`config.mk`:
```
export PLATFORM = sky130hd
export DESIGN_NAME = serial_crc_match
export DESIGN_NICKNAME = d
export VERILOG_FILES = /design/src/rtl/sercrc_pkg.sv /design/src/rtl/sercrc_accum.sv /design/src/rtl/sercrc_matcher.sv /design/src/rtl/sercrc_match_reg.sv /design/src/rtl/serial_crc_match.sv
export SDC_FILE = /design/constraint.sdc
export NUM_CORES = 1
export LEC_CHECK = 0
export BUFFER_PORTS_ARGS = -buffer_cell sky130_fd_sc_hd__buf_2
export CORE_MARGIN = 2
export CORE_UTILIZATION = 47
export CTS_BUF_LIST = sky130_fd_sc_hd__clkbuf_4
export CTS_CLUSTER_SIZE = 40
export DETAILED_ROUTE_END_ITERATION = 10
export PLACE_DENSITY = 0.82
export SYNTH_ARGS = -nofsm -noshare
export SYNTH_HDL_FRONTEND = slang
export SYNTH_SLANG_ARGS = --single-unit
export TNS_END_PERCENT = 30
```
`constraint.sdc`:
```
create_clock -name clk -period 2.45 [get_ports clk]
set_input_delay 0.3675 -clock clk [delete_from_list [all_inputs] [get_ports clk]]
set_output_delay 0.3675 -clock clk [all_outputs]
set_load 0.005 [all_outputs]
```
`src/rtl/sercrc_pkg.sv`:
```
package sercrc_pkg;

    localparam int          CRC_W      = 16;
    localparam logic [15:0] CRC_POLY   = 16'h1021;
    localparam int          SYM_W      = 8;
    localparam int          NUM_CMP    = 4;
    localparam int          NUM_MASKED = 2;

    typedef logic [CRC_W-1:0] crc_t;
    typedef logic [SYM_W-1:0] sym_t;

    typedef enum logic {
        SEED_ZERO = 1'b0,
        SEED_ONES = 1'b1
    } seed_e;

    // Per-cycle command to one CRC accumulator
    typedef struct packed {
        logic load_seed;
        logic step;
        logic bit_in;
    } crc_cmd_t;

    // One MSB-first shift of the CRC register
    function automatic crc_t crc_step(input crc_t cur, input logic din);
        logic fb;
        fb = cur[CRC_W-1] ^ din;
        return {cur[CRC_W-2:0], 1'b0} ^ (fb ? crc_t'(CRC_POLY) : crc_t'(0));
    endfunction

    function automatic crc_t seed_value(input seed_e sel);
        return (sel == SEED_ONES) ? {CRC_W{1'b1}} : {CRC_W{1'b0}};
    endfunction

endpackage

```
`src/rtl/sercrc_accum.sv`:
```
module sercrc_accum
    import sercrc_pkg::*;
#(
    parameter crc_t RST_VAL = '0
) (
    input  logic     clk,
    input  logic     rst,
    input  crc_cmd_t cmd,
    input  crc_t     seed,
    output crc_t     crc
);

    always_ff @(posedge clk) begin
        if (rst) begin
            crc <= RST_VAL;
        end else if (cmd.load_seed) begin
            crc <= seed;
        end else if (cmd.step) begin
            crc <= crc_step(crc, cmd.bit_in);
        end
    end

endmodule

```
`src/rtl/sercrc_matcher.sv`:
```
module sercrc_matcher
    import sercrc_pkg::*;
#(
    parameter int N_REF    = NUM_CMP,
    parameter int N_MASKED = NUM_MASKED
) (
    input  sym_t                     rx_sym,
    input  logic [N_REF*SYM_W-1:0]   refs,
    input  logic [N_MASKED*SYM_W-1:0] masks,
    output logic [N_REF-1:0]         hit
);

    for (genvar j = 0; j < N_REF; j++) begin : g_ref
        if (j < N_MASKED) begin : g_masked
            // mask bit 1 = don't care
            assign hit[j] = ((rx_sym ^ refs[j*SYM_W +: SYM_W])
                             & ~masks[j*SYM_W +: SYM_W]) == '0;
        end else begin : g_exact
            assign hit[j] = (rx_sym == refs[j*SYM_W +: SYM_W]);
        end
    end

endmodule

```
`src/rtl/sercrc_match_reg.sv`:
```
module sercrc_match_reg
    import sercrc_pkg::*;
#(
    parameter int N_REF = NUM_CMP
) (
    input  logic             clk,
    input  logic             rst,
    input  logic             capture,
    input  logic [N_REF-1:0] hit_in,
    output logic [N_REF-1:0] flags,
    output logic             pulse
);

    always_ff @(posedge clk) begin
        if (rst) begin
            flags <= '0;
            pulse <= 1'b0;
        end else begin
            pulse <= capture & (|hit_in);
            if (capture) begin
                flags <= hit_in;
            end
        end
    end

endmodule

```
`src/rtl/serial_crc_match.sv`:
```
module serial_crc_match
    import sercrc_pkg::*;
(
    input  logic                        clk,
    input  logic                        rst,
    input  logic                        tx_en,
    input  logic                        tx_crc_en,
    input  logic                        tx_bit_vld,
    input  logic                        tx_bit,
    input  logic                        rx_crc_en,
    input  logic                        rx_bit_vld,
    input  logic                        rx_bit,
    input  logic                        byte_done,
    input  logic [SYM_W-1:0]            rx_byte,
    input  logic                        init_sel,
    input  logic                        auto_clr,
    input  logic [NUM_CMP*SYM_W-1:0]    cmp_vals,
    input  logic [NUM_MASKED*SYM_W-1:0] cmp_masks,
    output logic [CRC_W-1:0]            tx_crc,
    output logic [CRC_W-1:0]            rx_crc,
    output logic [NUM_CMP-1:0]          match_flags,
    output logic                        match_pulse
);

    crc_t                seed;
    crc_cmd_t            tx_cmd;
    crc_cmd_t            rx_cmd;
    logic [NUM_CMP-1:0]  hit;
    logic                clr_on_match;

    assign seed = seed_value(seed_e'(init_sel));

    sercrc_matcher #(
        .N_REF    (NUM_CMP),
        .N_MASKED (NUM_MASKED)
    ) u_match (
        .rx_sym (rx_byte),
        .refs   (cmp_vals),
        .masks  (cmp_masks),
        .hit    (hit)
    );

    sercrc_match_reg #(
        .N_REF (NUM_CMP)
    ) u_flags (
        .clk     (clk),
        .rst     (rst),
        .capture (byte_done),
        .hit_in  (hit),
        .flags   (match_flags),
        .pulse   (match_pulse)
    );

    // Match-triggered restart takes priority over a bit step
    assign clr_on_match = auto_clr & byte_done & (|hit);

    always_comb begin
        tx_cmd.load_seed = ~tx_en;
        tx_cmd.step      = tx_crc_en & tx_bit_vld;
        tx_cmd.bit_in    = tx_bit;

        rx_cmd.load_seed = ~rx_crc_en | clr_on_match;
        rx_cmd.step      = rx_bit_vld;
        rx_cmd.bit_in    = rx_bit;
    end

    sercrc_accum #(.RST_VAL('0)) u_tx_crc (
        .clk  (clk),
        .rst  (rst),
        .cmd  (tx_cmd),
        .seed (seed),
        .crc  (tx_crc)
    );

    sercrc_accum #(.RST_VAL('0)) u_rx_crc (
        .clk  (clk),
        .rst  (rst),
        .cmd  (rx_cmd),
        .seed (seed),
        .crc  (rx_crc)
    );

endmodule

```
==> results.sh <==
export IMPL_power_leakage_nw=1.20
export IMPL_min_delay_start="byte_done"
export IMPL_std_cell_rows=24
export IMPL_tritoncts="done"
export IMPL_grt_use_total=0.205
export IMPL_synth_distinct_cells=33
export IMPL_slowest_stage="nor4_2"
export IMPL_critical_path_required_ns=2.67
export IMPL_placed_area_sq_um=2540
export IMPL_numCtsBuffers=5
export IMPL_antenna_cells=0
export IMPL_ant_nets=0
export IMPL_post_cts_buffers=0
export IMPL_cpPeakStageDelay_ns=0.32
export IMPL_worstSkewPairLatency_ns=0.33
export IMPL_first_pass_iters=5
export IMPL_fin_nets=377
export IMPL_regArea_sq_um=741
export IMPL_yosysTopAreaCell="dfxtp_1"
export IMPL_grt_pass1_vias=1743
export IMPL_htree_levels=2
export IMPL_critPathKind="in -> reg"
export IMPL_finalMaxSlewViolations=0
export IMPL_viasPerCell=5.14
export IMPL_postCtsHoldBufs=0
export IMPL_syn_num_nets=284
export IMPL_holdCritPathClass="in -> reg"
export IMPL_synth_area_leaders="dfxtp_1 (36%), xnor2_1 (14%), mux2i_1 (8.8%)"
export IMPL_rsz0062_at_grt="false"
export IMPL_die_area_sq_um=4900
export IMPL_num_io_pins=105
export IMPL_timing_final_ws_setup_ns=0.782
export IMPL_clkTransAtPathRegs_ns=0.10
export IMPL_path_cells="buf_2 -> xnor2_1 -> o22ai_1 -> o41ai_2 -> nor4_2 -> or2_1 -> buf_4 -> a21oi_1"
export IMPL_hpwl_microns=3920
export IMPL_post_route_util=0.608
export IMPL_skew_ns=0.00793
export IMPL_cts_path_max_buffers=2
export IMPL_gp_congestion=0.865
export IMPL_routed_wl_microns=4920
export IMPL_r2r_cells=4
export IMPL_portBuffers=104
export IMPL_worstReg2RegEnd="u_tx_crc.crc[12]"
export IMPL_grt_max_degree=32
export IMPL_syn_area_sq_um=2050
export IMPL_crit_fanout=15
export IMPL_peakVddDrop_v=0.000280
export IMPL_start_util=0.481
export IMPL_yosys_register_bits=37
export IMPL_first_iter_violations=92
export IMPL_dieHeight_microns=70.0
export IMPL_drv_cap=0
export IMPL_core_sq_um=4260
export IMPL_gr_total_overflow=0
export IMPL_postSynthCellCount=216
export IMPL_post_place_ws_ns=0.408
export IMPL_relSlewSlack=0.683
export IMPL_vias=1857
export IMPL_drc_errors=0
export IMPL_grt_pass1_wl_microns=8110
export IMPL_area_growth_pct=26.4
export IMPL_rr_startpoint="u_tx_crc.crc[15]"
export IMPL_fin_tns_setup_ns=0
export IMPL_nFillCells=399
export IMPL_netlist_area_leader_share=0.361
export IMPL_r2r_slack_ns=1.20
export IMPL_cts_sinks=37
export IMPL_arrival_ns=1.89
export IMPL_power_per_cell_area_nw_per_um2=536
export IMPL_min_path_cells=3
export IMPL_clock_fmax_mhz=600
export IMPL_grt_antenna_before_repair=0
export IMPL_ys_warn_count=0
export IMPL_postCtsResizedCells=0
export IMPL_final_cell_area_sq_um=2590
export IMPL_ctsRootBufferMaster="clkbuf_4"
export IMPL_status="finished clean"
export IMPL_multiInputGateArea_sq_um=1170
export IMPL_period_share=0.681
export IMPL_ys_seq_area_frac=0.361
export IMPL_drive_gt1_frac=0.437
export IMPL_worstHoldEndpoint="u_flags.pulse"
export IMPL_dieWidth_microns=70.0
export IMPL_period_needed_ns=1.67
export IMPL_wire_per_inst_microns=13.6
export IMPL_startpoint_type="input port"
export IMPL_setup_viol=0
export IMPL_tightest_slew_ns=0.475
export IMPL_avgSynthCellArea_sq_um=9.49
export IMPL_worst_setup_path_end_kind="flip-flop"
export IMPL_finalHoldViolCount=0
per-stage QoR:
stage | hold slack, ns | cells | power [W]
after global placement | 0.472 | 354 | 0.00110
after CTS | 0.328 | 361 | 0.00141
after detailed placement | 0.495 | 354 | 0.00111
after floorplan | 0.440 | 216 | 0.000970
after global routing | 0.353 | 361 | 0.00148
final | 0.343 | 361 | 0.00139
worst max-delay path: cells and delay by family:
kind / cells / cell delay (ns)
AO/OA/AOI/OAI: 3 / 0.51
buffers and inverters: 2 / 0.39
XOR/XNOR: 1 / 0.13
AND/OR/NAND/NOR: 2 / 0.51
layer usage:
| layer | share of wire | vias up | GRT usage |
|---|---|---|---|
| met1 | 0.44 | 859 | 0.260 |
| met4 | 0.017 | 0 | 0.0791 |
| met3 | 0.048 | 11 | 0.0534 |
| li1 | - | 943 | - |
| met5 | 0 | - | 0 |
| met2 | 0.50 | 44 | 0.334 |
kinds of logic after synthesis:
group / share of synthesized area
buffers and inverters: 0.0653
DFF: 0.361
muxes: 0.0934
and+or+nand+nor: 0.0916
AOI/OAI and AO/OA: 0.222
xor gates and xnor gates: 0.166
how the worst max path moves through the flow:
stage	slack (ns)	endpoint	from	cells past startpoint
after CTS	0.78	u_rx_crc.crc[6]	rx_byte[0]	8
after global routing	0.70	u_rx_crc.crc[7]	rx_byte[7]	8
after global placement	0.46	u_rx_crc.crc[7]	rx_byte[0]	8
after detailed placement	0.41	u_rx_crc.crc[6]	rx_byte[0]	8
after floorplan	0.56	u_rx_crc.crc[12]	rx_byte[3]	9
final	0.78	u_rx_crc.crc[6]	rx_byte[4]	8
flip-flops by register name, indices dropped and copies added, names as in the netlist:
name,flops
u_rx_crc.crc,16
u_tx_crc.crc,16
u_flags.flags,4
u_flags.pulse,1
layout by cell type (no fill, tap or decap), drive strengths merged:
| master | synthesis | final |
|---|---|---|
| nor4 | 3 | 3 |
| a21o | 1 | 1 |
| xor2 | 4 | 4 |
| nand2 | 4 | 4 |
| nor2 | 23 | 23 |
| a21oi | 30 | 30 |
| xnor2 | 34 | 34 |
| dfxtp | 37 | 37 |
| o31ai | 1 | 1 |
| or2 | 1 | 1 |
| o22ai | 8 | 8 |
| mux2 | 1 | 1 |
| clkbuf | 10 | 6 |
| nand4 | 4 | 4 |
| nor2b | 1 | 1 |
| clkinv | 0 | 1 |
| o41ai | 2 | 2 |
| inv | 1 | 1 |
| a211oi | 15 | 15 |
| mux2i | 18 | 18 |
| a31o | 1 | 1 |
| buf | 13 | 109 |
| nor4b | 1 | 1 |
| a21boi | 1 | 1 |
| o21ai | 2 | 2 |
layout make-up:
type / instances / share of cell area
tap: 52 / 0.0251
inverter: 1 / 0.00145
multi-input combinational: 155 / 0.453
sequential: 37 / 0.286
timing repair buffer: 109 / 0.215
clock inverter: 1 / 0.00145
clock buffer: 6 / 0.0174
cells in the mapped netlist:
cell type	number
mux2_2	1
nand2_1	4
xor2_1	4
a21boi_1	1
buf_6	4
o21ai_0	2
o41ai_1	1
inv_1	1
xnor2_2	1
clkbuf_1	10
dfxtp_1	37
buf_2	5
nand4_1	4
mux2i_1	18
xnor2_1	33
nor2_1	23
o31ai_4	1
a211oi_1	15
a21oi_2	10
or2_1	1
nor4_2	1
o41ai_2	1
a21oi_1	20
nor4b_1	1
a21o_1	1
buf_4	2
nor4_4	1
a31o_1	1
nor4_1	1
buf_1	2
o22ai_1	4
nor2b_1	1
o22ai_2	4
where the power goes:
| part | switching, W | total [W] | leakage, nW | internal (W) |
|---|---|---|---|---|
| Clock | 0.000179 | 0.000294 | 0.0292 | 0.000115 |
| Combinational | 0.000195 | 0.000397 | 0.860 | 0.000201 |
| Sequential | 0.0000415 | 0.000698 | 0.306 | 0.000656 |
| Total | 0.000416 | 0.00139 | 1.20 | 0.000973 |
Power figures use the tool's default switching activity.
